`src/rtl/cwa_pkg.sv`:
```
package cwa_pkg;
    // Default character and comma geometry.
    localparam int unsigned CWA_WORD_W  = 10;
    localparam int unsigned CWA_COMMA_W = 7;
    // Bit i holds the i-th received bit of the comma: 0,0,1,1,1,1,1.
    localparam logic [CWA_COMMA_W-1:0] CWA_COMMA_DEF = 7'b111_1100;
endpackage

```
`src/rtl/cwa_hist.sv`:
```
module cwa_hist #(
    parameter int unsigned WORD_W = cwa_pkg::CWA_WORD_W
) (
    input  logic              clk,
    input  logic              rst_n,
    input  logic              bit_en,
    input  logic              ser_in,
    output logic [WORD_W-1:0] hist_nxt
);
    typedef struct packed {
        logic [WORD_W-1:0] sh;
    } hist_t;

    hist_t hist_d, hist_q;

    // Newest bit enters at the top; bit 0 is the oldest held bit.
    always_comb begin
        hist_d = hist_q;
        if (bit_en) begin
            hist_d.sh = {ser_in, hist_q.sh[WORD_W-1:1]};
        end
    end

    always_ff @(posedge clk) begin
        if (!rst_n) begin
            hist_q <= '0;
        end else begin
            hist_q <= hist_d;
        end
    end

    assign hist_nxt = hist_d.sh;

    p_shift_in_r2: assert property (@(posedge clk) disable iff (!rst_n)
        bit_en |=> hist_q.sh[WORD_W-1] == $past(ser_in));

    p_idle_hist_r4: assert property (@(posedge clk) disable iff (!rst_n)
        !bit_en |=> $stable(hist_q.sh));
endmodule

```
`src/rtl/cwa_match.sv`:
```
module cwa_match #(
    parameter int unsigned      N   = cwa_pkg::CWA_COMMA_W,
    parameter logic [N-1:0]     PAT = cwa_pkg::CWA_COMMA_DEF
) (
    input  logic [N-1:0] win,
    output logic         hit
);
    logic [N-1:0] eq;

    for (genvar g = 0; g < N; g++) begin : g_bit
        assign eq[g] = ~(win[g] ^ PAT[g]);
    end

    assign hit = &eq;
endmodule

```
`src/rtl/cwa_bound.sv`:
```
module cwa_bound #(
    parameter int unsigned WORD_W  = cwa_pkg::CWA_WORD_W,
    parameter int unsigned COMMA_W = cwa_pkg::CWA_COMMA_W
) (
    input  logic clk,
    input  logic rst_n,
    input  logic bit_en,
    input  logic realign,
    output logic word_done,
    output logic hist_ok
);
    localparam int unsigned CNT_W  = $clog2(WORD_W);
    localparam int unsigned FILL_W = $clog2(COMMA_W);
    localparam logic [CNT_W-1:0]  CNT_LAST  = CNT_W'(WORD_W - 1);
    localparam logic [CNT_W-1:0]  CNT_ALIGN = CNT_W'(COMMA_W);
    localparam logic [FILL_W-1:0] FILL_MAX  = FILL_W'(COMMA_W - 1);

    typedef struct packed {
        logic [CNT_W-1:0]  cnt;   // bits of the current character already held
        logic [FILL_W-1:0] fill;  // bits seen since reset, saturating
    } bnd_t;

    bnd_t bnd_d, bnd_q;

    always_comb begin
        bnd_d = bnd_q;
        if (bit_en) begin
            if (bnd_q.fill != FILL_MAX) begin
                bnd_d.fill = bnd_q.fill + FILL_W'(1);
            end
            if (realign) begin
                bnd_d.cnt = CNT_ALIGN;
            end else if (bnd_q.cnt == CNT_LAST) begin
                bnd_d.cnt = '0;
            end else begin
                bnd_d.cnt = bnd_q.cnt + CNT_W'(1);
            end
        end
    end

    always_ff @(posedge clk) begin
        if (!rst_n) begin
            bnd_q <= '0;
        end else begin
            bnd_q <= bnd_d;
        end
    end

    assign word_done = bit_en && (bnd_q.cnt == CNT_LAST);
    assign hist_ok   = (bnd_q.fill == FILL_MAX);

    p_cnt_range_r3: assert property (@(posedge clk) disable iff (!rst_n)
        bnd_q.cnt <= CNT_LAST);

    p_idle_count_r4: assert property (@(posedge clk) disable iff (!rst_n)
        !bit_en |=> $stable(bnd_q.cnt) && $stable(bnd_q.fill));

    p_realign_pos_r5: assert property (@(posedge clk) disable iff (!rst_n)
        realign |=> bnd_q.cnt == CNT_ALIGN);

    p_realign_gated_r9: assert property (@(posedge clk) disable iff (!rst_n)
        realign |-> bit_en && hist_ok);
endmodule

```
`src/rtl/comma_word_aligner.sv`:
```
module comma_word_aligner #(
    parameter int unsigned             WORD_W    = cwa_pkg::CWA_WORD_W,
    parameter int unsigned             COMMA_W   = cwa_pkg::CWA_COMMA_W,
    parameter logic [COMMA_W-1:0]      COMMA_PAT = cwa_pkg::CWA_COMMA_DEF
) (
    input  logic              clk,
    input  logic              rst_n,
    input  logic              bit_en,
    input  logic              ser_in,
    input  logic              align_en,
    output logic [WORD_W-1:0] word_o,
    output logic              word_vld_o,
    output logic              comma_o
);
    typedef struct packed {
        logic [WORD_W-1:0] word;
        logic              vld;
        logic              comma;
    } out_t;

    logic [WORD_W-1:0] hist_nxt;
    logic              win_hit;
    logic              word_hit;
    logic              word_done;
    logic              hist_ok;
    logic              realign;
    out_t              out_d, out_q;

    cwa_hist #(.WORD_W(WORD_W)) u_hist (
        .clk      (clk),
        .rst_n    (rst_n),
        .bit_en   (bit_en),
        .ser_in   (ser_in),
        .hist_nxt (hist_nxt)
    );

    // Newest COMMA_W bits, oldest of them at the low end.
    cwa_match #(.N(COMMA_W), .PAT(COMMA_PAT)) u_win_match (
        .win (hist_nxt[WORD_W-1 -: COMMA_W]),
        .hit (win_hit)
    );

    // First COMMA_W bits of the character being completed.
    cwa_match #(.N(COMMA_W), .PAT(COMMA_PAT)) u_word_match (
        .win (hist_nxt[COMMA_W-1:0]),
        .hit (word_hit)
    );

    assign realign = bit_en && align_en && hist_ok && win_hit;

    cwa_bound #(.WORD_W(WORD_W), .COMMA_W(COMMA_W)) u_bound (
        .clk       (clk),
        .rst_n     (rst_n),
        .bit_en    (bit_en),
        .realign   (realign),
        .word_done (word_done),
        .hist_ok   (hist_ok)
    );

    always_comb begin
        out_d       = out_q;
        out_d.vld   = word_done;
        out_d.comma = word_done && word_hit;
        if (word_done) begin
            out_d.word = hist_nxt;
        end
    end

    always_ff @(posedge clk) begin
        if (!rst_n) begin
            out_q <= '0;
        end else begin
            out_q <= out_d;
        end
    end

    assign word_o     = out_q.word;
    assign word_vld_o = out_q.vld;
    assign comma_o    = out_q.comma;

    p_vld_after_bit_r3: assert property (@(posedge clk) disable iff (!rst_n)
        word_vld_o |-> $past(bit_en));

    p_comma_with_vld_r8: assert property (@(posedge clk) disable iff (!rst_n)
        comma_o |-> word_vld_o);

    p_comma_pattern_r8: assert property (@(posedge clk) disable iff (!rst_n)
        comma_o |-> word_o[COMMA_W-1:0] == COMMA_PAT);

    p_word_hold_r10: assert property (@(posedge clk) disable iff (!rst_n)
        !word_vld_o |-> $stable(word_o));

    p_no_realign_r7: assert property (@(posedge clk) disable iff (!rst_n)
        !align_en |-> !realign);
endmodule

```
`config.mk`:
```
export PLATFORM = sky130hd
export DESIGN_NAME = comma_word_aligner
export DESIGN_NICKNAME = d
export VERILOG_FILES = /design/src/rtl/cwa_pkg.sv /design/src/rtl/cwa_hist.sv /design/src/rtl/cwa_match.sv /design/src/rtl/cwa_bound.sv /design/src/rtl/comma_word_aligner.sv
export SDC_FILE = /design/constraint.sdc
export NUM_CORES = 1
export LEC_CHECK = 0
export BUFFER_PORTS_ARGS = -buffer_cell sky130_fd_sc_hd__buf_4
export CAP_MARGIN = 0
export CELL_PAD_IN_SITES_DETAIL_PLACEMENT = 0
export CELL_PAD_IN_SITES_GLOBAL_PLACEMENT = 1
export CORE_ASPECT_RATIO = 1.1
export CORE_MARGIN = 5
export CORE_UTILIZATION = 37
export DETAILED_ROUTE_END_ITERATION = 8
export GPL_TIMING_DRIVEN = 1
export HOLD_SLACK_MARGIN = 0.05
export MAX_ROUTING_LAYER = met4
export PLACE_DENSITY_LB_ADDON = 0.1
export SLEW_MARGIN = 10
export SYNTH_ARGS = -nofsm -noshare
export SYNTH_HDL_FRONTEND = slang
export SYNTH_SLANG_ARGS = --single-unit
```
`constraint.sdc`:
```
create_clock -name clk -period 1.3 [get_ports clk]
set_input_delay 0.195 -clock clk [delete_from_list [all_inputs] [get_ports clk]]
set_output_delay 0.195 -clock clk [all_outputs]
set_load 0.005 [all_outputs]
```
==> metrics.yaml, run 1 <==
outcome: "complete, but fails checks"
violations: "negative setup slack"
rows: 21
p_sw_share_pct: 23.3
r2r-start: "u_bound.bnd_q[0]"
synth_top_area_share_pct: 49.8
cts-buffers-inserted: 3
drtPass1Iterations: 4
syn_avg_cell_area_um2: 9.45
internal_power_w: 0.00105
syn-num-nets: 126
dieArea_um2: 4240
die_x_um: 62.6
powerDensity_nw_per_um2: 965
r2r_slack_ns: -0.008
final.setup_skew_ns: 0.00702
min_to: "u_bound.bnd_q[3]"
drc: 0
grt_max_degree: 15
tightestPinTransition_ns: 0.363
whs_ns: 0.128
synth-seq-cells: 28
crit_type: "reg -> reg"
clock_path_buffers: 2
htreeDepth: 1
placed_area_um2: 1370
grt_overflow_total: 0
final_cells: 182
seq_power_share_pct: 65.0
vias: 935
layout_min_cycle_time_ns: 1.31
rsz0062_at_grt: "yes"
dieHeight_um: 67.8
synth_top_area_cell: "dfxtp_1"
holdPathStages: 3
wl_mm: 2.41
cts_tree: "built"
leakage_nw: 0.582
power_w: 0.00137
hp-start: "rst_n"
synth_cell_types: 28
ys_seq_area_share_pct: 49.8
cts.sinks: 28
synthesis.area_um2: 1120
cp-end-kind: "flip-flop"
reg2reg_depth: 5
cts_hold_buf: 0
max_cap_violations: 0
arrival_ns: 1.56
top_layer: "met4"
place_inst: 178
wl_met1_mm: 1.20
postLayoutCellArea_um2: 1420
tns_ns: -0.00803
grt_pass1_wl_mm: 4.13
hold_class: "in -> reg"
slew_headroom_pct: 75.6
worstSkewPairLatency_ns: 0.32
yosysWarnings: 0
portBuffers: 16
dr_wl_met3_um: 97
drt_iter0_drc: 59
place_hpwl_mm: 1.84
pwr-share-comb_pct: 9.6
wl_met2_mm: 1.07
drv_slew: 0
crit_required_ns: 1.56
viasPerCell: 5.14
fin_crit_sh_pct: 101
drtAntennaViolNets: 0
syn_inst: 119
wire_per_inst_um: 13.2
layout-area-overhead-vs-synth_pct: 26.1
finalSetupViolations: 1
vdd_drop_max_v: 0.000469
grt_antenna_before_repair: 0
hold_violations: 0
ys_top_cells_by_area: "dfxtp_1, mux2i_1, a21oi_1"
p_clk_share_pct: 25.4
switchingPower_w: 0.000319
core_area_um2: 3000
nets: 157
gp_congestion: 0.697
n_antenna_cell: 0
start_kind: "flip-flop"
ioPinCount: 17
cts_root_buf: "clkbuf_4"
layout_setup_ws_ns: -0.00803
drive_gt1_share_pct: 28.4
r2r_end: "u_bound.bnd_q[4]"
fmax_ghz: 0.765
clk_pin_slew_ns: 0.13
start_util_pct: 37.6
grt_use_total_pct: 12.7
final_common_cell: "buf_4"
path_max_fanout: 3
final_cell_mix: "buf_4, dfxtp_1, nor2_1, a21oi_1"
grt_pass1_vias: 881
-- flip-flops by register name, summed over array words and instances (netlist names) --
name	flops
u_bound.bnd_q	7
u_hist.hist_q	9
word_vld_o	1
comma_o	1
word_o	10
-- power by group through the flow --
stage | sequential (W) | clock (W) | combinational [W]
floorplan | 0.000906 | 0 | 0.0000689
global placement | 0.000904 | 0 | 0.000123
detailed placement | 0.000905 | 0 | 0.000125
CTS | 0.000889 | 0.000371 | 0.000129
global route | 0.000893 | 0.000411 | 0.000148
finish | 0.000889 | 0.000348 | 0.000132
-- layout make-up --
type	instances	area (um^2)
inverter	3	11.3
sequential	28	563
fill	288	1580
timing repair buffer	32	240
clock buffer	3	22.5
tap	34	42.5
multi-input combinational	82	539
-- metrics by stage --
| stage | util (%) | setup slack, ns |
|---|---|---|
| CTS | 47.0 | 0.000810 |
| detailed placement | 45.8 | -0.0153 |
| finish | 47.4 | -0.00803 |
| global route | 47.4 | -0.100 |
| floorplan | - | 0.00609 |
| global placement | 45.8 | 0.0141 |
-- synthesized netlist by cell type --
cell	instances
dfxtp_1	28
a21oi_1	12
nor2_1	12
mux2i_1	9
o21ai_0	9
nand3_1	7
a211oi_1	6
and4b_1	3
clkbuf_1	3
nand2_1	3
nand4b_1	3
nor3_1	3
a31oi_1	2
buf_4	2
clkinv_1	2
ha_1	2
nor2b_1	2
a21boi_1	1
and2b_1	1
and3_1	1
buf_2	1
inv_1	1
nand4_1	1
nor4_1	1
or3_1	1
or4_4	1
xnor2_1	1
xor2_1	1
-- logic make-up (layout without fill, tap and decap cells) --
group	after synthesis	after routing	synth area share, %
xor gates and xnor gates	2	2	1.56
muxes	9	9	8.01
buffers and inverters	9	38	3.78
DFF	28	28	49.8
AOI/OAI and AO/OA	30	30	15.1
and+or+nand+nor	39	39	19.5
adders and majority gates	2	2	2.22
-- worst max-delay path: stages, from the launching register on --
cell and delay (ns):
dfxtp_2 0.35, inv_2 0.06, ha_4 0.12, nand4_1 0.11, or4_4 0.46, a31oi_1 0.15
-- worst max-delay path by stage --
stage	from	end	slack [ns]	depth (start not counted)
floorplan	u_bound.bnd_q[0]	u_bound.bnd_q[3]	0.006	5
global placement	u_bound.bnd_q[0]	u_bound.bnd_q[3]	0.01	5
detailed placement	u_bound.bnd_q[0]	u_bound.bnd_q[3]	-0.02	5
CTS	u_bound.bnd_q[1]	u_bound.bnd_q[5]	0.0008	4
global route	u_bound.bnd_q[0]	u_bound.bnd_q[3]	-0.1	5
finish	u_bound.bnd_q[0]	u_bound.bnd_q[4]	-0.008	5
-- metal layers --
layer | up-vias | global-route usage (%)
met5 | - | -
met4 | 0 | 6.37
met3 | 5 | 2.96
met2 | 17 | 19.2
met1 | 427 | 16.1
li1 | 486 | -
-- what timing repair did --
item                                    4_1_cts  5_1_grt
endpoints found under the setup margin        4       10
gates resized for setup                       4        2
buffers inserted                              0        1
pin swaps                                     2        1
No activity file was read; power rests on OpenSTA's default activity.
==> run 2: changes to the inputs <==
HOLD_SLACK_MARGIN = 0.15   (was 0.05)
==> run 2 against run 1 <==
  * The flow now finishes without violations
  * Global-route usage about the same
  * Critical path depth unchanged
  * Core utilization is 1.0 points higher
  * Sequential power about the same
==> metrics.yaml, run 2 (synthesis results as in run 1) <==
outcome: "finished, final reports clean"
crit_required_ns: 1.56  # about the same
seq_area_um2: 563  # unchanged
fmax_ghz: 0.776  # +1.5%
cts_root_buf: "clkbuf_4"
wl_mm: 2.43  # +0.71%
start_util_pct: 37.6  # unchanged
crit_slowest_cell: "or4_4"
rsz0062_at_grt: "yes"
finalSetupViolations: 0  # -1
hp-start: "bit_en"
nFillCells: 288  # unchanged
drive_gt1_share_pct: 27.8  # -0.56 points
drtPass1Iterations: 4  # unchanged
wire_per_inst_um: 13.1  # -0.93%
cp-end-kind: "flip-flop"
utilization_pct: 48.4  # +1.0 points
cts-buffers-inserted: 3  # unchanged
portBuffers: 16  # unchanged
clk_pin_slew_ns: 0.13  # about the same
grt_pass1_vias: 882  # +0.11%
cts_tree: "built"
grt_antenna_before_repair: 0  # unchanged
vias: 948  # +1.4%
start_kind: "flip-flop"
final.setup_skew_ns: 0.00697  # -0.0000530 ns
drv_slew: 0  # unchanged
final_common_cell: "buf_4"
crit_family: "simple AND/OR/NAND/NOR gates"
leakage_nw: 0.595  # +2.2%
holdPathStages: 3  # unchanged
n_antenna_cell: 0  # unchanged
r2r-start: "u_bound.bnd_q[0]"
crit_type: "reg -> reg"
slew_headroom_pct: 75.7  # +0.078 points
drt_iter0_drc: 47  # -20%
r2r_end: "u_bound.bnd_q[4]"
clock_path_buffers: 2  # unchanged
postLayoutCellArea_um2: 1450  # +2.1%
path_max_fanout: 3  # unchanged
grt_use_total_pct: 12.7  # +0.036 points
grt_max_degree: 15  # unchanged
core_area_um2: 3000  # unchanged
tns_ns: 0  # +0.00803 ns
r2r_slack_ns: 0.01  # +0.02 ns
dieArea_um2: 4240  # unchanged
multiInputGateArea_um2: 539  # unchanged
die_x_um: 62.6  # unchanged
hold_class: "in -> reg"
htreeDepth: 1  # unchanged
cp_num_buf_inv: 1  # unchanged
final_cell_mix: "buf_4, dfxtp_1, nor2_1, a21oi_1"
cts.sinks: 28  # unchanged
max_cap_violations: 0  # unchanged
max_stage_delay_ns: 0.45  # about the same
whs_ns: 0.234  # +0.106 ns
reg2reg_depth: 5  # unchanged
drtAntennaViolNets: 0  # unchanged
grt_overflow_total: 0  # unchanged
fin_crit_sh_pct: 99.2  # -1.5 points
gp_congestion: 0.697  # unchanged
hold_violations: 0  # unchanged
powerDensity_nw_per_um2: 950  # -1.5%
viasPerCell: 5.12  # -0.25%
tightestPinTransition_ns: 0.362  # -0.00116 ns
ioPinCount: 17  # unchanged
place_hpwl_mm: 1.84  # unchanged
dieHeight_um: 67.8  # unchanged
crit_path_cell_trace: "inv_2 -> ha_4 -> nand4_1 -> or4_4 -> a31oi_1"
layout_min_cycle_time_ns: 1.29  # -0.0190 ns
worstSkewPairLatency_ns: 0.32  # about the same
min_to: "u_bound.bnd_q[2]"
vdd_drop_max_v: 0.000469  # about the same
drc: 0  # unchanged
rows: 21  # unchanged
layout-area-overhead-vs-synth_pct: 28.8
nets: 160  # +1.9%
arrival_ns: 1.55  # about the same
grt_pass1_wl_mm: 4.14  # +0.34%
largest_reg_flops: 10  # unchanged
placed_area_um2: 1370  # unchanged
==> run 2: worst register-to-register path: stages (launching register included) <==
cell and delay, ns:
dfxtp_2 0.35, inv_2 0.06, ha_4 0.12, nand4_1 0.11
or4_4 0.45, a31oi_1 0.13
==> run 2: per-layer routing <==
layer  share of wire (%)  global-route usage (%)
met5                   0                       -
met4                 2.0                    6.37
met3                 4.0                    2.96
met2                  44                    19.2
met1                  50                    16.2
==> run 2: timing repair <==
| action | 4_1_cts | 5_1_grt |
|---|---|---|
| gates resized for setup | 4 | 2 |
| buffers inserted | 0 | 1 |
| endpoints found under the hold margin | 1 | 1 |
| endpoints found under the setup margin | 4 | 10 |
| gates cloned | 0 | 0 |
| hold buffers | 2 | 1 |
| pin swaps | 2 | 1 |
==> run 2: power breakdown <==
part	internal, W	switching, W	leakage, nW
clock	0.000109	0.000239	0.0138
sequential	0.000875	0.0000138	0.227
combinational	0.0000717	0.0000678	0.354
==> run 2: worst max path at each step <==
stage / start / to / slack (ns) / cells past startpoint
after detailed placement: u_bound.bnd_q[0] / u_bound.bnd_q[3] / -0.02 / 5
after global placement: u_bound.bnd_q[0] / u_bound.bnd_q[3] / 0.01 / 5
after CTS: u_bound.bnd_q[1] / u_bound.bnd_q[5] / 0.0008 / 4
after global routing: u_bound.bnd_q[0] / u_bound.bnd_q[3] / -0.1 / 5
final: u_bound.bnd_q[0] / u_bound.bnd_q[4] / 0.01 / 5
after floorplan: u_bound.bnd_q[0] / u_bound.bnd_q[3] / 0.006 / 5
==> run 2: per-stage QoR <==
step / std cells / power [W] / setup WS [ns]
detailed placement: 178 / 0.00103 / -0.0153
floorplan: 119 / 0.000974 / 0.00609
finish: 185 / 0.00138 / 0.0110
CTS: 183 / 0.00139 / 0.000816
global placement: 178 / 0.00103 / 0.0141
global route: 185 / 0.00146 / -0.100
==> run 2: final cells by class <==
type,count,area share (%)
inverter,3,0.777
multi-input combinational,82,37.2
clock buffer,3,1.55
tap,34,2.94
sequential,28,38.9
timing repair buffer,35,18.7
